### config.mk
export PLATFORM = sky130hd
export DESIGN_NAME = dsi_cmd_pkt_asm
export DESIGN_NICKNAME = d
export VERILOG_FILES = /design/src/rtl/dsi_pkt_pkg.sv /design/src/rtl/dsi_req_decode.sv /design/src/rtl/dsi_word_packer.sv /design/src/rtl/dsi_cmd_pkt_asm.sv
export SDC_FILE = /design/constraint.sdc
export NUM_CORES = 1
export LEC_CHECK = 0
export BUFFER_PORTS_ARGS = -buffer_cell sky130_fd_sc_hd__buf_2
export CAP_MARGIN = 20
export CORE_MARGIN = 2
export CORE_UTILIZATION = 35
export DETAILED_ROUTE_END_ITERATION = 10
export SYNTH_ARGS = -nofsm -noshare
export SYNTH_HDL_FRONTEND = slang
export SYNTH_HIERARCHICAL = 1
export SYNTH_SLANG_ARGS = --single-unit
### constraint.sdc
create_clock -name clk -period 2.2 [get_ports clk]
set_clock_uncertainty 0.05 [all_clocks]
set_input_delay 0.11 -clock clk [delete_from_list [all_inputs] [get_ports clk]]
set_output_delay 0.11 -clock clk [all_outputs]
set_load 0.1 [all_outputs]
### src/rtl/dsi_pkt_pkg.sv
package dsi_pkt_pkg;
  typedef enum logic [2:0] {
    ST_IDLE   = 3'd0,
    ST_GATHER = 3'd1,
    ST_PUSHW  = 3'd2,
    ST_HDR    = 3'd3,
    ST_ACK    = 3'd4,
    ST_REJECT = 3'd5
  } asm_state_e;

  localparam logic [5:0] DT_CMD_SHORT   = 6'h05;
  localparam logic [5:0] DT_CMD_SHORT_P = 6'h15;
  localparam logic [5:0] DT_CMD_LONG    = 6'h39;
  localparam int unsigned SHORT_MAX_BYTES = 2;

  function automatic logic type_is_short(input logic [5:0] dt);
    return (dt[3:0] < 4'd9);
  endfunction
endpackage

### src/rtl/dsi_req_decode.sv
module dsi_req_decode import dsi_pkt_pkg::*; #(
  parameter int unsigned LEN_W      = 16,
  parameter int unsigned FIFO_BYTES = 64
) (
  input  logic [5:0]       dtype,
  input  logic             auto_type,
  input  logic [LEN_W-1:0] len,
  output logic [5:0]       eff_type,
  output logic             is_short,
  output logic             bad,
  output logic             ovf
);
  always_comb begin
    if (auto_type) begin
      if (len == LEN_W'(1))      eff_type = DT_CMD_SHORT;
      else if (len == LEN_W'(2)) eff_type = DT_CMD_SHORT_P;
      else                       eff_type = DT_CMD_LONG;
    end else begin
      eff_type = dtype;
    end
    is_short = type_is_short(eff_type);
    bad      = (len == '0) || (is_short && (len > LEN_W'(SHORT_MAX_BYTES)));
    ovf      = !is_short && !bad && (len > LEN_W'(FIFO_BYTES));
  end
endmodule

### src/rtl/dsi_word_packer.sv
module dsi_word_packer #(
  parameter int unsigned WORD_BYTES = 4
) (
  input  logic                    clk,
  input  logic                    rst_n,
  input  logic                    clr,
  input  logic                    take,
  input  logic [7:0]              din,
  output logic [8*WORD_BYTES-1:0] word,
  output logic                    lane_last
);
  localparam int unsigned LANE_W = (WORD_BYTES > 1) ? $clog2(WORD_BYTES) : 1;

  logic [LANE_W-1:0] lane_q, lane_d;
  logic [7:0]        byte_q [WORD_BYTES];
  logic [7:0]        byte_d [WORD_BYTES];

  assign lane_last = (lane_q == LANE_W'(WORD_BYTES-1));

  always_comb begin
    lane_d = lane_q;
    if (clr)       lane_d = '0;
    else if (take) lane_d = lane_last ? '0 : lane_q + 1'b1;
  end

  always_ff @(posedge clk or negedge rst_n) begin
    if (!rst_n) lane_q <= '0;
    else        lane_q <= lane_d;
  end

  for (genvar g = 0; g < WORD_BYTES; g++) begin : g_lane
    always_comb begin
      byte_d[g] = byte_q[g];
      if (clr)                                         byte_d[g] = 8'h00;
      else if (take && (lane_q == LANE_W'(g)))         byte_d[g] = din;
    end
    always_ff @(posedge clk or negedge rst_n) begin
      if (!rst_n) byte_q[g] <= 8'h00;
      else        byte_q[g] <= byte_d[g];
    end
    assign word[8*g +: 8] = byte_q[g];
  end
endmodule

### src/rtl/dsi_cmd_pkt_asm.sv
module dsi_cmd_pkt_asm import dsi_pkt_pkg::*; #(
  parameter int unsigned LEN_W      = 16,
  parameter int unsigned FIFO_BYTES = 64
) (
  input  logic             clk,
  input  logic             rst_n,
  input  logic             req_valid,
  output logic             req_ready,
  input  logic [5:0]       req_dtype,
  input  logic             req_auto_type,
  input  logic [1:0]       req_vc,
  input  logic [LEN_W-1:0] req_len,
  input  logic             byte_valid,
  output logic             byte_ready,
  input  logic [7:0]       byte_data,
  output logic             pw_valid,
  input  logic             pw_ready,
  output logic [31:0]      pw_data,
  output logic             hdr_valid,
  input  logic             hdr_ready,
  output logic [31:0]      hdr_data,
  output logic             err_pulse,
  output logic             ovf_warn
);
  asm_state_e       state_q, state_d;
  logic [5:0]       type_q, type_d;
  logic [1:0]       vc_q, vc_d;
  logic [LEN_W-1:0] len_q, len_d, rem_q, rem_d;
  logic             short_q, short_d, ovf_q, ovf_d;

  logic [5:0]  dec_type;
  logic        dec_short, dec_bad, dec_ovf;
  logic        pk_clr, pk_take, pk_last;
  logic [31:0] pk_word;
  logic [15:0] len16;

  dsi_req_decode #(.LEN_W(LEN_W), .FIFO_BYTES(FIFO_BYTES)) u_dec (
    .dtype(req_dtype), .auto_type(req_auto_type), .len(req_len),
    .eff_type(dec_type), .is_short(dec_short), .bad(dec_bad), .ovf(dec_ovf)
  );

  dsi_word_packer #(.WORD_BYTES(4)) u_pack (
    .clk(clk), .rst_n(rst_n), .clr(pk_clr), .take(pk_take),
    .din(byte_data), .word(pk_word), .lane_last(pk_last)
  );

  assign byte_ready = (state_q == ST_GATHER);
  assign pw_valid   = (state_q == ST_PUSHW);
  assign hdr_valid  = (state_q == ST_HDR);
  assign req_ready  = (state_q == ST_ACK) || (state_q == ST_REJECT);
  assign err_pulse  = (state_q == ST_REJECT);
  assign ovf_warn   = ovf_q;
  assign pw_data    = pk_word;
  assign pk_take    = byte_ready && byte_valid;
  assign pk_clr     = (state_q == ST_IDLE) || (pw_valid && pw_ready);
  assign len16      = 16'(len_q);

  always_comb begin
    if (short_q) hdr_data = {8'h00, pk_word[15:8], pk_word[7:0], vc_q, type_q};
    else         hdr_data = {8'h00, len16[15:8], len16[7:0], vc_q, type_q};
  end

  always_comb begin
    state_d = state_q;
    type_d  = type_q;
    vc_d    = vc_q;
    len_d   = len_q;
    rem_d   = rem_q;
    short_d = short_q;
    ovf_d   = ovf_q;
    unique case (state_q)
      ST_IDLE: begin
        if (req_valid) begin
          type_d  = dec_type;
          vc_d    = req_vc;
          len_d   = req_len;
          rem_d   = req_len;
          short_d = dec_short;
          ovf_d   = dec_ovf;
          state_d = dec_bad ? ST_REJECT : ST_GATHER;
        end
      end
      ST_GATHER: begin
        if (pk_take) begin
          rem_d = rem_q - 1'b1;
          if ((rem_q == LEN_W'(1)) || pk_last) state_d = short_q ? ST_HDR : ST_PUSHW;
        end
      end
      ST_PUSHW: begin
        if (pw_ready) state_d = (rem_q == '0) ? ST_HDR : ST_GATHER;
      end
      ST_HDR: begin
        if (hdr_ready) state_d = ST_ACK;
      end
      ST_ACK: begin
        ovf_d   = 1'b0;
        state_d = ST_IDLE;
      end
      ST_REJECT: begin
        ovf_d   = 1'b0;
        state_d = ST_IDLE;
      end
      default: state_d = ST_IDLE;
    endcase
  end

  always_ff @(posedge clk or negedge rst_n) begin
    if (!rst_n) begin
      state_q <= ST_IDLE;
      type_q  <= '0;
      vc_q    <= '0;
      len_q   <= '0;
      rem_q   <= '0;
      short_q <= 1'b0;
      ovf_q   <= 1'b0;
    end else begin
      state_q <= state_d;
      type_q  <= type_d;
      vc_q    <= vc_d;
      len_q   <= len_d;
      rem_q   <= rem_d;
      short_q <= short_d;
      ovf_q   <= ovf_d;
    end
  end
endmodule

==> results.md <==
* Global placement routability congestion at 0.891
* Total grt overflow at 0
* DRT Wirelength at 11.5 mm
* Hpwl dp at 8.38 mm
* Setup violations, final at 0
* Worst hold path depth at 3
* Insertion delay of the later-clocked pin in the worst-skew pair at 0.33 ns
* Post-layout minimum cycle time at 2.12 ns
* #FFs+latches synth at 79
* Core area at 12000 µm²
* GRT Total Usage at 0.178
* Post-synthesis sequential area ratio at 0.464
* Most frequent cells in the layout: buf_2 (98), nand2_1 (87), dfrtp_1 (79)
* Clock root buffer: clkbuf_16
* Largest family of logic cells by synthesized area: simple AND/OR/NAND/NOR gates
* ANT cells at 0
* Number of synthesized flops with an enable pin at 0
* Wire length per cell at 16.1 µm
* CP endpoint kind: register
* Post-Synth XOR/XNOR Area at 0.00412
* Cell Count, Final, Fillers Out at 716
* Final period utilization at 0.963
* Ys flop type: dfrtp_1
* WP data arrival at 2.29 ns
* Drt drc at 0
* Register Area at 1980 µm²
* Ratio of cells with drive above 1 in the final layout at 0.301
* Synth Warn # at 6
* Number of global-route vias before repair at 3551
* Syn Std Cell Area at 4260 µm²
* Synth unique cells at 58
* CTS Buf Count at 9
* FMAX at 472 MHz
* Buffers on Ports at 100
* Initial antenna violation count at 0
* Cells after Synth at 447
* Clock sinks at 79
* Cell Count Post-Placement at 690
* Detail Route Antenna Nets at 0
* Worst Hold Class: input pin to register
* Die Ht at 114 µm
* Nets@finish at 610
* Asr flop ratio synth at 1.00
* MaxCap Viol Count at 0
* Crit start category: input pin
* CP Max Fanout at 4
* Std cell rows at 40
* Largest net degree at the start of global routing at 48
* Slew Viols, Final at 0
* CTS H-tree depth at 3
* Mux cell area share after synthesis at 0.122
* Drt first pass iters at 4
* Longest Clk Path Bufs at 2
* CTS tree: done
* Synth Area in Compound Gates at 0.0797
* P&R area growth vs syn at 28.8%
* Initial Utilization at 0.356
* Vias per cell at 5.08
* CTS clock-pin slew for the worst setup and hold paths at 0.06 ns
* Num ports at 109
* Vias at 3637
* Final setup TNS at 0 ns
* Die width at 114 µm
* Avg Inst Size Synth at 9.52 µm²
* Post-Synth Adder-Cell Area at 0.0176
* Commonest non-fill, non-tap cell in the layout: buf_2
* Outcome: finished, final reports clean
* Final Hold Viols at 0
* Simple-gate share of the synthesized area at 0.265
* First-pass GRT wire length at 18.1 mm
* CP Class: input pin to register
* DR iter-0 viols at 260
* Full die area at 13100 µm²
* Worst reg2reg path depth at 7
* Area of the multi-input gates at 2140 µm²
* Unrepaired setup endpoints after global routing: false
* Number of fill cells at 1129
* Critical Path RT at 2.37 ns
Yosys cell counts (all sizes together) (4+ instances only):
cell,count,area share
nor3,9,0.012
nand3,11,0.013
mux2,16,0.042
a211oi,4,0.0082
dfrtp,79,0.46
o21ai,17,0.020
clkbuf,12,0.011
inv,8,0.0071
a21oi,16,0.019
or3,4,0.0059
and2,4,0.0068
nor2b,4,0.0059
nor2,24,0.021
buf,18,0.029
nand2,90,0.081
mux2i,34,0.080
ha,6,0.018
a31oi,4,0.0059
nand2b,44,0.065
or4,5,0.011
cells by family (layout without fill, tap and decap cells):
kind of cell	count (synthesis)	count (layout)
AND/OR/NAND/NOR	216	216
flip-flops	79	79
AO/OA/AOI/OAI	55	55
multiplexers	50	50
buffers and inverters	38	153
adder cells (fa/ha/maj)	6	6
XOR/XNOR	2	2
other	1	8
per-stage QoR:
| step | worst slack (ns) | area [µm²] | utilization | hold slack, ns |
|---|---|---|---|---|
| final | 0.0822 | 5480 | 0.458 | 0.00774 |
| after global routing | 0.00367 | 5480 | 0.458 | 0.0102 |
| after CTS | 0.0253 | 5480 | 0.458 | 0.00201 |
| after detailed placement | 0.119 | 5020 | 0.420 | 0.0493 |
| after global placement | 0.218 | 5020 | 0.420 | 0.0442 |
| after floorplan | 0.0379 | 4300 | - | -0.236 |
worst max-delay path, stage by stage:
cell,delay (ns)
dlygate4sd3_1,0.53
buf_2,0.15
or4_4,0.52
nor4_4,0.23
nand3_1,0.12
a22o_1,0.28
nor3b_1,0.15
a31oi_1,0.14
nor2_1,0.06
sequential cells by signal, summed over array words and instances (netlist names):
signal,flops
u_pack/word,32
state_q,3
vc_q,2
u_pack/lane_q,2
len16,16
rem_q,16
short_q,1
ovf_warn,1
type_q,6
final timing paths:
kind,start,endpoint,slack (ns)
setup / recovery,req_len[10],state_q[2]$_DFFE_PN0P_,0.08
hold / removal,req_len[6],len16[6]$_DFFE_PN0P_,0.008
setup reg to reg,rem_q[1]$_DFFE_PN0P_,rem_q[8]$_DFFE_PN0P_,0.09
hold reg to reg,len16[6]$_DFFE_PN0P_,len16[6]$_DFFE_PN0P_,0.42
max in group asynchronous,rst_n,rem_q[13]$_DFFE_PN0P_,1.27
min in group asynchronous,rst_n,u_pack/word[26]$_DFFE_PN0P_,0.23
metal layers:
metal  vias up  track usage  wire length [µm]
li1       1752            -                 -
met1      1758        0.238              5110
met2       112        0.288              5630
met3        15       0.0328               557
met4         0       0.0707               212
met5         -            0                 0
area by class of cell:
type,instances,area share
Inverter,8,0.00548
Clock inverter,5,0.0194
Timing Repair Buffer,130,0.147
Sequential cell,79,0.361
Clock buffer,10,0.0436
Tap cell,147,0.0336
Multi-Input combinational cell,337,0.390
timing repair:
action | in CTS | in global routing
gates resized for setup | 0 | 1
endpoints found under the setup margin | 0 | 3
endpoints found under the hold margin | 43 | 0
buffers inserted | 0 | 0
hold buffers | 11 | 0
Power is left out: the tool's default activity adds up to more than one toggle a clock period on the data nets, which glitch-free logic cannot reach.
